### src/rtl/useq_pkg.sv
`timescale 1ns/1ps
package useq_pkg;

    localparam int SEL_W  = 4;
    localparam int MODE_W = 4;
    localparam int BASE_W = 10;
    localparam int CNT_W  = 8;
    localparam int WORD_W = SEL_W + MODE_W + 2 * BASE_W + CNT_W;

    localparam logic [SEL_W-1:0] SEL_END = '1;

    // Field order inside the word is significant: sel occupies the top bits.
    typedef struct packed {
        logic [SEL_W-1:0]  sel;
        logic [MODE_W-1:0] mode;
        logic [BASE_W-1:0] base_a;
        logic [BASE_W-1:0] base_b;
        logic [CNT_W-1:0]  count;
    } uop_t;

    typedef enum logic [1:0] {
        ST_IDLE,
        ST_FETCH,
        ST_WAIT,
        ST_HALT
    } seq_state_e;

endpackage

### src/rtl/useq_rom.sv
`timescale 1ns/1ps
module useq_rom #(
    parameter int DEPTH = 32,
    parameter int PC_W  = 5,
    parameter logic [DEPTH*useq_pkg::WORD_W-1:0] IMAGE = '1
) (
    input  logic [PC_W-1:0] addr_i,
    output useq_pkg::uop_t  op_o
);
    import useq_pkg::*;

    logic [WORD_W-1:0] words [DEPTH];

    for (genvar g = 0; g < DEPTH; g++) begin : g_word
        assign words[g] = IMAGE[g*WORD_W +: WORD_W];
    end

    assign op_o = uop_t'(words[addr_i]);

endmodule

### src/rtl/useq_ctrl.sv
`timescale 1ns/1ps
module useq_ctrl #(
    parameter int NUM_UNITS = 8,
    parameter int PC_W      = 5
) (
    input  logic                     clk,
    input  logic                     rst_n,
    input  logic                     run_i,
    input  logic                     halt_i,
    input  logic [useq_pkg::SEL_W-1:0] sel_i,
    input  logic [NUM_UNITS-1:0]     done_i,
    output logic [PC_W-1:0]          pc_o,
    output logic                     fire_o,
    output logic [NUM_UNITS-1:0]     fire_oh_o,
    output logic [NUM_UNITS-1:0]     active_oh_o,
    output logic                     in_wait_o,
    output logic                     accept_o,
    output logic                     busy_o,
    output logic                     halted_o,
    output logic                     token_done_o
);
    import useq_pkg::*;

    typedef struct packed {
        seq_state_e             state;
        logic [PC_W-1:0]        pc;
        logic [NUM_UNITS-1:0]   active;
        logic                   halt_pend;
        logic                   token_done;
    } ctrl_t;

    ctrl_t c_d, c_q;

    logic [NUM_UNITS-1:0] sel_oh;
    logic                 sel_real;
    logic                 sel_end;
    logic                 accept;
    logic                 halt_now;
    logic                 fire;

    always_comb begin
        for (int i = 0; i < NUM_UNITS; i++) begin
            sel_oh[i] = (sel_i == SEL_W'(i));
        end
    end

    assign sel_real = (int'(sel_i) < NUM_UNITS);
    assign sel_end  = (sel_i == SEL_END);
    assign accept   = (c_q.state == ST_WAIT) && |(done_i & c_q.active);
    assign halt_now = halt_i | c_q.halt_pend;

    always_comb begin
        c_d            = c_q;
        c_d.token_done = 1'b0;
        fire           = 1'b0;
        unique case (c_q.state)
            ST_IDLE: begin
                if (run_i) begin
                    c_d.state     = ST_FETCH;
                    c_d.halt_pend = 1'b0;
                end
            end
            ST_FETCH: begin
                if (halt_now) begin
                    c_d.state     = ST_HALT;
                    c_d.halt_pend = 1'b0;
                end else if (sel_end) begin
                    c_d.token_done = 1'b1;
                    c_d.pc         = '0;
                    c_d.state      = ST_IDLE;
                end else if (sel_real) begin
                    fire       = 1'b1;
                    c_d.active = sel_oh;
                    c_d.state  = ST_WAIT;
                end else begin
                    c_d.pc = c_q.pc + 1'b1;
                end
            end
            ST_WAIT: begin
                if (halt_i) begin
                    c_d.halt_pend = 1'b1;
                end
                if (accept) begin
                    c_d.pc        = c_q.pc + 1'b1;
                    c_d.state     = halt_now ? ST_HALT : ST_FETCH;
                    c_d.halt_pend = 1'b0;
                end
            end
            ST_HALT: begin
                if (run_i && !halt_i) begin
                    c_d.state = ST_FETCH;
                end
            end
            default: c_d.state = ST_IDLE;
        endcase
    end

    always_ff @(posedge clk) begin
        if (!rst_n) begin
            c_q.state      <= ST_IDLE;
            c_q.pc         <= '0;
            c_q.active     <= '0;
            c_q.halt_pend  <= 1'b0;
            c_q.token_done <= 1'b0;
        end else begin
            c_q <= c_d;
        end
    end

    assign pc_o         = c_q.pc;
    assign fire_o       = fire;
    assign fire_oh_o    = sel_oh;
    assign active_oh_o  = c_q.active;
    assign in_wait_o    = (c_q.state == ST_WAIT);
    assign accept_o     = accept;
    assign busy_o       = (c_q.state != ST_IDLE);
    assign halted_o     = (c_q.state == ST_HALT);
    assign token_done_o = c_q.token_done;

    // the counter is frozen while an issued unit has not answered
    assert_pc_hold_R5: assert property (@(posedge clk) disable iff (!rst_n)
        (c_q.state == ST_WAIT && !accept) |=> (c_q.pc == $past(c_q.pc)));

endmodule

### src/rtl/useq_issue.sv
`timescale 1ns/1ps
module useq_issue #(
    parameter int NUM_UNITS = 8
) (
    input  logic                        clk,
    input  logic                        rst_n,
    input  logic                        fire_i,
    input  logic [NUM_UNITS-1:0]        fire_oh_i,
    input  logic [useq_pkg::MODE_W-1:0] mode_i,
    input  logic [useq_pkg::BASE_W-1:0] base_a_i,
    input  logic [useq_pkg::BASE_W-1:0] base_b_i,
    input  logic [useq_pkg::CNT_W-1:0]  count_i,
    output logic [NUM_UNITS-1:0]        start_o,
    output logic [useq_pkg::MODE_W-1:0] mode_o,
    output logic [useq_pkg::BASE_W-1:0] base_a_o,
    output logic [useq_pkg::BASE_W-1:0] base_b_o,
    output logic [useq_pkg::CNT_W-1:0]  count_o
);
    import useq_pkg::*;

    typedef struct packed {
        logic [NUM_UNITS-1:0] start;
        logic [MODE_W-1:0]    mode;
        logic [BASE_W-1:0]    base_a;
        logic [BASE_W-1:0]    base_b;
        logic [CNT_W-1:0]     count;
    } issue_t;

    issue_t i_d, i_q;

    always_comb begin
        i_d       = i_q;
        i_d.start = '0;
        if (fire_i) begin
            i_d.start  = fire_oh_i;
            i_d.mode   = mode_i;
            i_d.base_a = base_a_i;
            i_d.base_b = base_b_i;
            i_d.count  = count_i;
        end
    end

    always_ff @(posedge clk) begin
        if (!rst_n) begin
            i_q <= '0;
        end else begin
            i_q <= i_d;
        end
    end

    assign start_o  = i_q.start;
    assign mode_o   = i_q.mode;
    assign base_a_o = i_q.base_a;
    assign base_b_o = i_q.base_b;
    assign count_o  = i_q.count;

    // never more than one unit started at once
    assert_start_onehot_R3: assert property (@(posedge clk) disable iff (!rst_n)
        $onehot0(i_q.start));

    // a start never lasts past one cycle
    assert_start_pulse_R3: assert property (@(posedge clk) disable iff (!rst_n)
        (|i_q.start) |=> (i_q.start == '0));

endmodule

### src/rtl/useq_guard.sv
`timescale 1ns/1ps
module useq_guard #(
    parameter int NUM_UNITS = 8
) (
    input  logic                 clk,
    input  logic                 rst_n,
    input  logic [NUM_UNITS-1:0] done_i,
    input  logic [NUM_UNITS-1:0] active_oh_i,
    input  logic                 in_wait_i,
    output logic                 err_o
);
    typedef struct packed {
        logic err;
    } guard_t;

    guard_t g_d, g_q;
    logic [NUM_UNITS-1:0] expected;
    logic                 stray;

    assign expected = in_wait_i ? active_oh_i : '0;
    assign stray    = |(done_i & ~expected);

    always_comb begin
        g_d     = g_q;
        g_d.err = g_q.err | stray;
    end

    always_ff @(posedge clk) begin
        if (!rst_n) begin
            g_q <= '0;
        end else begin
            g_q <= g_d;
        end
    end

    assign err_o = g_q.err;

    // the protocol flag only clears through reset
    assert_err_sticky_R9: assert property (@(posedge clk) disable iff (!rst_n)
        g_q.err |=> g_q.err);

endmodule

### src/rtl/useq_dispatch.sv
`timescale 1ns/1ps
module useq_dispatch #(
    parameter int NUM_UNITS = 8,
    parameter int DEPTH     = 32,
    parameter int PC_W      = $clog2(DEPTH),
    parameter logic [DEPTH*useq_pkg::WORD_W-1:0] ROM_IMAGE = '1
) (
    input  logic                        clk,
    input  logic                        rst_n,
    input  logic                        run_i,
    input  logic                        halt_i,
    input  logic [NUM_UNITS-1:0]        unit_done_i,
    output logic [NUM_UNITS-1:0]        unit_start_o,
    output logic [useq_pkg::MODE_W-1:0] op_mode_o,
    output logic [useq_pkg::BASE_W-1:0] op_base_a_o,
    output logic [useq_pkg::BASE_W-1:0] op_base_b_o,
    output logic [useq_pkg::CNT_W-1:0]  op_count_o,
    output logic [PC_W-1:0]             pc_o,
    output logic                        busy_o,
    output logic                        halted_o,
    output logic                        token_done_o,
    output logic                        proto_err_o
);
    import useq_pkg::*;

    uop_t                 cur_op;
    logic                 fire;
    logic [NUM_UNITS-1:0] fire_oh;
    logic [NUM_UNITS-1:0] active_oh;
    logic                 in_wait;
    logic                 accept;

    useq_rom #(
        .DEPTH (DEPTH),
        .PC_W  (PC_W),
        .IMAGE (ROM_IMAGE)
    ) u_rom (
        .addr_i (pc_o),
        .op_o   (cur_op)
    );

    useq_ctrl #(
        .NUM_UNITS (NUM_UNITS),
        .PC_W      (PC_W)
    ) u_ctrl (
        .clk          (clk),
        .rst_n        (rst_n),
        .run_i        (run_i),
        .halt_i       (halt_i),
        .sel_i        (cur_op.sel),
        .done_i       (unit_done_i),
        .pc_o         (pc_o),
        .fire_o       (fire),
        .fire_oh_o    (fire_oh),
        .active_oh_o  (active_oh),
        .in_wait_o    (in_wait),
        .accept_o     (accept),
        .busy_o       (busy_o),
        .halted_o     (halted_o),
        .token_done_o (token_done_o)
    );

    useq_issue #(
        .NUM_UNITS (NUM_UNITS)
    ) u_issue (
        .clk       (clk),
        .rst_n     (rst_n),
        .fire_i    (fire),
        .fire_oh_i (fire_oh),
        .mode_i    (cur_op.mode),
        .base_a_i  (cur_op.base_a),
        .base_b_i  (cur_op.base_b),
        .count_i   (cur_op.count),
        .start_o   (unit_start_o),
        .mode_o    (op_mode_o),
        .base_a_o  (op_base_a_o),
        .base_b_o  (op_base_b_o),
        .count_o   (op_count_o)
    );

    useq_guard #(
        .NUM_UNITS (NUM_UNITS)
    ) u_guard (
        .clk         (clk),
        .rst_n       (rst_n),
        .done_i      (unit_done_i),
        .active_oh_i (active_oh),
        .in_wait_i   (in_wait),
        .err_o       (proto_err_o)
    );

    // operands do not move while the issued unit is still working
    assert_operands_hold_R4: assert property (@(posedge clk) disable iff (!rst_n)
        (in_wait && !accept) |=>
            $stable({op_mode_o, op_base_a_o, op_base_b_o, op_count_o}));

    // the end pulse coincides with an idle, rewound sequencer
    assert_end_rewind_R7: assert property (@(posedge clk) disable iff (!rst_n)
        token_done_o |-> (!busy_o && pc_o == '0 && unit_start_o == '0));

    // nothing is started while frozen
    assert_halt_quiet_R8: assert property (@(posedge clk) disable iff (!rst_n)
        halted_o |-> (unit_start_o == '0));

    // a done pulse while idle is flagged and starts nothing
    assert_idle_done_flag_R9: assert property (@(posedge clk) disable iff (!rst_n)
        (!busy_o && |unit_done_i) |=> (proto_err_o && unit_start_o == '0));

endmodule

### config.mk
export PLATFORM = sky130hd
export DESIGN_NAME = useq_dispatch
export DESIGN_NICKNAME = d
export VERILOG_FILES = /design/src/rtl/useq_pkg.sv /design/src/rtl/useq_rom.sv /design/src/rtl/useq_ctrl.sv /design/src/rtl/useq_issue.sv /design/src/rtl/useq_guard.sv /design/src/rtl/useq_dispatch.sv
export SDC_FILE = /design/constraint.sdc
export NUM_CORES = 1
export LEC_CHECK = 0
export BUFFER_PORTS_ARGS = -buffer_cell sky130_fd_sc_hd__buf_2
export CELL_PAD_IN_SITES_DETAIL_PLACEMENT = 0
export CELL_PAD_IN_SITES_GLOBAL_PLACEMENT = 1
export CORE_ASPECT_RATIO = 2
export CORE_UTILIZATION = 40
export CTS_BUF_LIST = sky130_fd_sc_hd__clkbuf_4
export CTS_CLUSTER_DIAMETER = 100
export DETAILED_ROUTE_END_ITERATION = 12
export HOLD_SLACK_MARGIN = 0.1
export PLACE_DENSITY = 0.9
export SLEW_MARGIN = 20
export SYNTH_ARGS = -nofsm -noshare
export SYNTH_HDL_FRONTEND = slang
export SYNTH_HIERARCHICAL = 1
export SYNTH_SLANG_ARGS = --single-unit
### constraint.sdc
create_clock -name clk -period 1.65 [get_ports clk]
set_input_delay 0.165 -clock clk [delete_from_list [all_inputs] [get_ports clk]]
set_output_delay 0.165 -clock clk [all_outputs]
set_load 0.005 [all_outputs]
Yosys cells after proc, flatten, opt, wreduce, memory -nomap -nowiden
Memories as Yosys holds them, arrays and structs flattened.
Cells that the tools add are included.

operators by class
  eq/ne operators = 19
  bitwise logic cells = 10
  reductions and logical operators = 16
  muxes and demuxes = 26
  $add $sub $neg = 1
  order comparisons = 2

operators with widths
  kind                 count
  $mux 36              2
  $mux 8               3
  $and 8x8->8          2
  $eq 4x3->1 const B   4
  $reduce_and 4->1     4
  $reduce_or 8->1      2
  $mux 7               2
  $mux 13              1
  $mux 2               5
  $pmux 5 s2           1
  $mux 1               9
  $eq 4x2->1 const B   2
  $not 8->8            1
  $pmux 2 s4           1
  $ge 6x6->1 const B   1
  $ne 2x2->1 const B   3
  $ne 3x3->1 const B   2
  $not 5->6            1
  $add 5x1->5 const B  1
  $mux 5               1
  $eq 2x2->1 const B   2
  $eq 4x1->1 const B   1
  $eq 4x4->1 const B   1
  $logic_not 4->1      1
  14 further kinds     21

storage, ports and cells
  input bits = 12
  register bits after elaboration = 58
  word-level logic and storage cells = 86
  bits in read-only memories = 1152
  memories = 1
  output and inout bits = 49

memory list
  memory           depth  width  read ports  clocked after memory_dff  wr ports  RTL line        RTL
  (no name shown)  32     36     1           0                         0         useq_rom.sv:18  assign op_o = uop_t'(words[addr_i]);

Logic depth before layout (Yosys ltp)
Gate-level depths: netlist of run 1.

  word-level depth = 10
  depth in mapped cells = 10

Hierarchy
The synthesis of run 1 kept the hierarchy.

modules (own cells, without submodules)
  module      cells an instance  seq. area each (um^2)  area an instance (um^2)  instances
  useq_issue  121                800.8                  1450.1                   1
  useq_ctrl   143                340.3                  1193.6                   1
  useq_rom    37                 0.0                    274.0                    1
  useq_guard  15                 20.0                   112.6                    1

Least setup slack after synthesis of run 1
OpenSTA, ideal clock, no wires.

  path type = register -> register
  from = register u_ctrl/c_q[15] (netlist name)
  to = register u_ctrl.c_q (netlist bit u_ctrl/pc_o[2])
  setup time = 128 ps
  arrival = 1525 ps
  stages on the path, launching flop included = 8
  setup slack = -3 ps
  buffers on the path = 1
  path through = dfxtp_1 inv_1 ha_1 clkbuf_1 nor2b_1 o21ai_0 a32oi_2 o32ai_2

on the way
  cells in the longest elaborated chain, start to end = 4
  elaborated cells between the ends (all ways) = 9

ends and longest elaborated chain
  what                               RTL line             RTL
  start: declaration                 useq_ctrl.sv:32      ctrl_t c_d, c_q;
  $eq 2x2->1 (*)                     n/a
  via in_wait                        useq_dispatch.sv:30  logic in_wait;
  $logic_and 1x1->1                  useq_ctrl.sv:49      assign accept = (c_q.state == ST_WAIT) && |(done_i & c_q.active);
  $ne 2x2->1 (no source line)        n/a
  $reduce_and 4->1 (no source line)  n/a

Mark *: on every way through the listed nets, which the timed path passes. The rest lies on a longest branch.
A chain may end at the register's enable or synchronous reset.

Worst setup path after layout of run 1
  from = input port halt_i
  to = register u_ctrl.c_q (netlist bit u_ctrl/pc_o[2])

on the way
  cells in the longest elaborated chain, start to end = 3

ends and longest elaborated chain
  what                               RTL line             RTL
  start: declaration                 useq_dispatch.sv:11  input logic halt_i,
  $or 1x1->1                         useq_ctrl.sv:50      assign halt_now = halt_i | c_q.halt_pend;
  $ne 2x2->1 (no source line)        n/a
  $reduce_and 4->1 (no source line)  n/a

Every way passes these cells.

==> results of run 1 <==
## flip-flops by register name, summed over array words and instances (netlist names)
register	flops
u_ctrl/c_q	3
u_issue/base_b_o	10
u_ctrl/active_oh_o	8
u_guard/err_o	1
u_ctrl/pc_o	5
u_issue/mode_o	4
u_issue/start_o	8
u_issue/base_a_o	10
u_issue/count_o	8
u_ctrl/token_done_o	1
## how the worst max path moves through the flow
| stage | from | to | slack (ps) | cells after the start |
|---|---|---|---|---|
| after floorplan | u_ctrl/c_q[15]$_SDFFE_PN0P_ | u_ctrl/pc_o[2]$_SDFFE_PN0P_ | 70 | 5 |
| after global placement | u_ctrl/c_q[15]$_SDFFE_PN0P_ | u_ctrl/c_q[16]$_SDFFE_PN0P_ | 70 | 6 |
| after detailed placement | u_ctrl/c_q[15]$_SDFFE_PN0P_ | u_ctrl/c_q[16]$_SDFFE_PN0P_ | -20 | 6 |
| after CTS | u_ctrl/c_q[16]$_SDFFE_PN0P_ | u_ctrl/c_q[16]$_SDFFE_PN0P_ | 1 | 6 |
| after global routing | u_ctrl/c_q[16]$_SDFFE_PN0P_ | u_ctrl/c_q[16]$_SDFFE_PN0P_ | -50 | 6 |
| final | halt_i | u_ctrl/pc_o[2]$_SDFFE_PN0P_ | -0.9 | 6 |
## metal layers
metal	part of all wire	GRT usage	up-vias
met5	0	0	-
met4	0.026	0.09091	0
met3	0.036	0.04106	12
met2	0.58	0.3004	48
met1	0.36	0.1445	1039
li1	-	-	1096
## repair_timing
item	in CTS	in global routing
cloned	0	0
pin swaps	1	3
endpoints found under the hold margin	1	0
setup endpoints to repair	3	6
buffers inserted	0	3
resized for setup	2	11
hold buffers	1	0
## layout make-up
class                      count  area [sq um]  area share
clock buffer                  11         82.58     0.02496
clock inverter                 5         21.27    0.006430
inverter                      11         42.54     0.01286
multi-input combinational    218          1501      0.4539
sequential                    58          1164      0.3517
tap                           92         115.1     0.03480
timing repair buffer          70         381.6      0.1154
## power by group through the flow
stage          Clock (mW)  Combinational (mW)  Sequential, mW
2_1_floorplan           0               0.571            1.58
3_3_place_gp            0               0.627            1.58
3_5_place_dp            0               0.642            1.59
4_1_cts             0.855               0.649            1.56
5_1_grt             0.927               0.829            1.57
6_report            0.808               0.748            1.55
## through the flow
step / cells / worst slack (ps) / total power, mW / hold slack (ps)
detailed placement: 445 / -20.58 / 2.228 / 490.6
global route: 465 / -48.66 / 3.322 / 150.6
finish: 465 / -0.8871 / 3.108 / 151.1
CTS: 462 / 1.037 / 3.059 / 115.7
floorplan: 350 / 72.78 / 2.150 / 298.6
global placement: 445 / 70.75 / 2.204 / 481.2
## critical path: cells and delay by family
family                 cells  cell delay, ps
buffers and inverters      2             680
AND/OR/NAND/NOR            2             800
AO/OA/AOI/OAI              2             290
==> flow_summary.toml, run 1 <==
[status]
status = "finished with violations"
violations = "setup timing"

[die]
start_util = 0.4163
fp-row-count = 44
io_pins = 61
die_x_um = 63.50
die-area_sq_um = 7936
core_sq_um = 7267
die_h_um = 125.0

[setup_path]
reg2regPathDepth = 6
reg2reg_to = "u_ctrl/c_q[16]$_SDFFE_PN0P_"
cp_slowest_stage_delay_ps = 540
worstSetupEndpointType = "register"
crit_type = "input port to register"
arrival_ps = 1950
path_cells = "dlygate4sd3_1 > buf_2 > or2_4 > or4_4 > a32oi_2 > o32ai_2"
reg2reg_from = "u_ctrl/c_q[16]$_SDFFE_PN0P_"
slowest_stage = "or4_4"
rrSetupSlack_ps = 10
crit_required_ps = 1950
cp_max_fo = 6
startpoint_type = "input port"

[placement]
gp_congestion = 0.8963
dp_hpwl_mm = 4.314
place_area_sq_um = 3142
port_buffers = 60

[pwr]
power_frac_seq = 0.499
p_int_mw = 2.174
clkPwrFrac = 0.260
p_leak_nw = 1.435
combPwrFrac = 0.241
ir_drop_mv = 0.6051
p_per_area_nw_per_um2 = 939.5
switching_power_uw = 934.3
switching_share = 0.3006

[global_routing]
first_global_vias = 2110
grt_pass1_wl_mm = 9.618
grt_overflow = 0
antenna_found_initial = 0
grt_max_degree = 49
track_usage = 0.1583

[logic_synthesis]
synth_cells = 315
synth_area_sq_um = 3025
yosysWarnings = 6
avgSynthCellArea_sq_um = 9.604

[timing]
finalSetupViolations = 1
finalHoldViolCount = 0
rsz0062_at_grt = "yes"
final.setup.worst_slack_ps = -0.8871
slew_violations = 0
period_share = 1.001
fmax_ghz = 0.6057
skew_ps = 7.207
period_needed_ps = 1651
setup_tns_ps = -0.8871

[worst_hold_path]
min_from = "unit_done_i[3]"
holdPathStages = 4
hp-class = "input port to register"
hold_path_end = "u_ctrl/c_q[1]$_SDFFE_PN0P_"

[drt]
postRouteAntennaNets = 0
via_per_inst = 4.720
wirelength_mm = 5.866
drc = 0
drtPass1Iterations = 4
vias = 2195
wire_per_inst_um = 12.62
drt_iter0_drc = 75

[final_layout]
fill_cells = 738
diodes = 0
area_growth_pct = 9.346
layout_commonest_cell = "buf_2"
final_cell_mix = "60 x buf_2, 56 x dfxtp_1, 36 x conb_1"
postLayoutCellArea_sq_um = 3308
final_core_utilization = 0.4552
drive_above_1_share = 0.2895
nets = 385

[clock_network]
cts_inserted_buffers = 9
cts-htree-levels = 3
cts_sinks = 58
root_buffer = "clkbuf_4"
clockBufferDepth = 2
cts.clk_slew.worst_paths_ps = 100
cts_tree = "built"
clk_latency_ps = 410

[job]
maxCapViolations = 0
Power figures use the tool's default switching activity.
==> run 2: changes to the inputs <==
MAX_ROUTING_LAYER = met4   (was default)
==> flow_summary.toml, run 2 (synthesis results as in run 1) <==
[setup_path]
startpoint_type = "input port"
crit_type = "input port to register"
worstSetupEndpointType = "register"
slowest_stage = "dlygate4sd3_1"
crit_required_ps = 1950
path_cells = "dlygate4sd3_1 > buf_2 > or2_4 > or4_4 > a32oi_2 > o32ai_2"
cp_max_fo = 6
arrival_ps = 1960
cp_slowest_stage_delay_ps = 540

[die]
die-area_sq_um = 7936
start_util = 0.4163
die_h_um = 125.0
fp-row-count = 44
core_sq_um = 7267
die_x_um = 63.50
io_pins = 61

[global_routing]
antenna_found_initial = 0
grt_overflow = 0
busiest_layer = "met2"
grt_max_degree = 49
track_usage = 0.1629
met2_usage = 0.3004
met1_usage = 0.1451
first_global_vias = 2111
grt_pass1_wl_mm = 9.632
met3_usage = 0.04015

[status]
violations = "setup timing"
status = "finished with violations"

[drt]
wire_per_inst_um = 12.71
vias = 2209
wirelength_mm = 5.911
postRouteAntennaNets = 0
drc = 0
via_per_inst = 4.751
drt_iter0_drc = 80
drtPass1Iterations = 4

[placement]
place_area_sq_um = 3142
dp_hpwl_mm = 4.314
pre_cts_slack_ps = -20.58
gp_congestion = 0.9115
port_buffers = 60

[clock_network]
cts-htree-levels = 3
cts_tree = "built"
cts_inserted_buffers = 9
clockBufferDepth = 2
cts.clk_slew.worst_paths_ps = 100
cts_sinks = 58
clk_latency_ps = 410
root_buffer = "clkbuf_4"

[timing]
finalHoldViolCount = 0
slew_violations = 0
fmax_ghz = 0.6033
skew_ps = 7.659
period_share = 1.005
hold_ws_ps = 151.6
period_needed_ps = 1658
finalSetupViolations = 1
rsz0062_at_grt = "yes"
setup_tns_ps = -7.588
final.setup.worst_slack_ps = -7.588

[pwr]
p_total_mw = 3.112
p_leak_nw = 1.435
ir_drop_mv = 0.6094
p_per_area_nw_per_um2 = 940.8

[final_layout]
area_growth_pct = 9.346
fill_cells = 738
diodes = 0
nets = 385
final_cell_mix = "60 x buf_2, 56 x dfxtp_1, 36 x conb_1"
regArea_sq_um = 1164
layout_commonest_cell = "buf_2"
postLayoutCellArea_sq_um = 3308
multiInputGateArea_sq_um = 1501
drive_above_1_share = 0.2895

[job]
maxCapViolations = 0

[worst_hold_path]
hp-class = "input port to register"
[run 2: final timing paths]
check | from | end | slack [ps] | cells after the start
max | halt_i | u_ctrl/pc_o[2]$_SDFFE_PN0P_ | -8 | 6
min | unit_done_i[3] | u_ctrl/c_q[1]$_SDFFE_PN0P_ | 150 | 4
max reg2reg | u_ctrl/c_q[16]$_SDFFE_PN0P_ | u_ctrl/c_q[16]$_SDFFE_PN0P_ | 0 | 6
min reg2reg | u_ctrl/active_oh_o[5]$_SDFFE_PN0P_ | u_ctrl/active_oh_o[5]$_SDFFE_PN0P_ | 500 | 2
[run 2: stage by stage]
step                      cells    util
after floorplan             350       -
after global placement      445  0.4323
after detailed placement    445  0.4323
after CTS                   462  0.4487
after global routing        465  0.4552
final                       465  0.4552
[run 2: where the power goes]
part	internal [mW]	total (mW)	switching [mW]	leakage, nW
Clock	0.324	0.811	0.487	0.0631
Combinational	0.359	0.750	0.390	0.902
Sequential	1.49	1.55	0.0614	0.470
[run 2: worst max-delay path, delay by kind of cell]
kind,cells,cell delay [ps]
simple gates,2,800
buf+inv,2,690
compound gates,2,290
[run 2: metal layers]
metal  vias up  part of all wire  wire (um)
met1      1052              0.36       2141
li1       1091                 -          -
met3        11             0.040        237
met5         -                 0          0
met2        55              0.57       3384
met4         0             0.025        148
[run 2: area by class of cell]
class | instances | area share
well taps | 92 | 0.03480
repair buffers | 70 | 0.1154
clock buffers | 11 | 0.02496
flip-flops and latches | 58 | 0.3517
clock inverters | 5 | 0.006430
multi-input cells | 218 | 0.4539
inverters | 11 | 0.01286
[run 2: what timing repair did]
| item | in CTS | in global routing |
|---|---|---|
| hold endpoints to repair | 1 | 0 |
| endpoints found under the setup margin | 3 | 6 |
| buffers inserted | 0 | 3 |
| pin swaps | 1 | 3 |
| resized for setup | 2 | 11 |
| hold buffers | 1 | 0 |
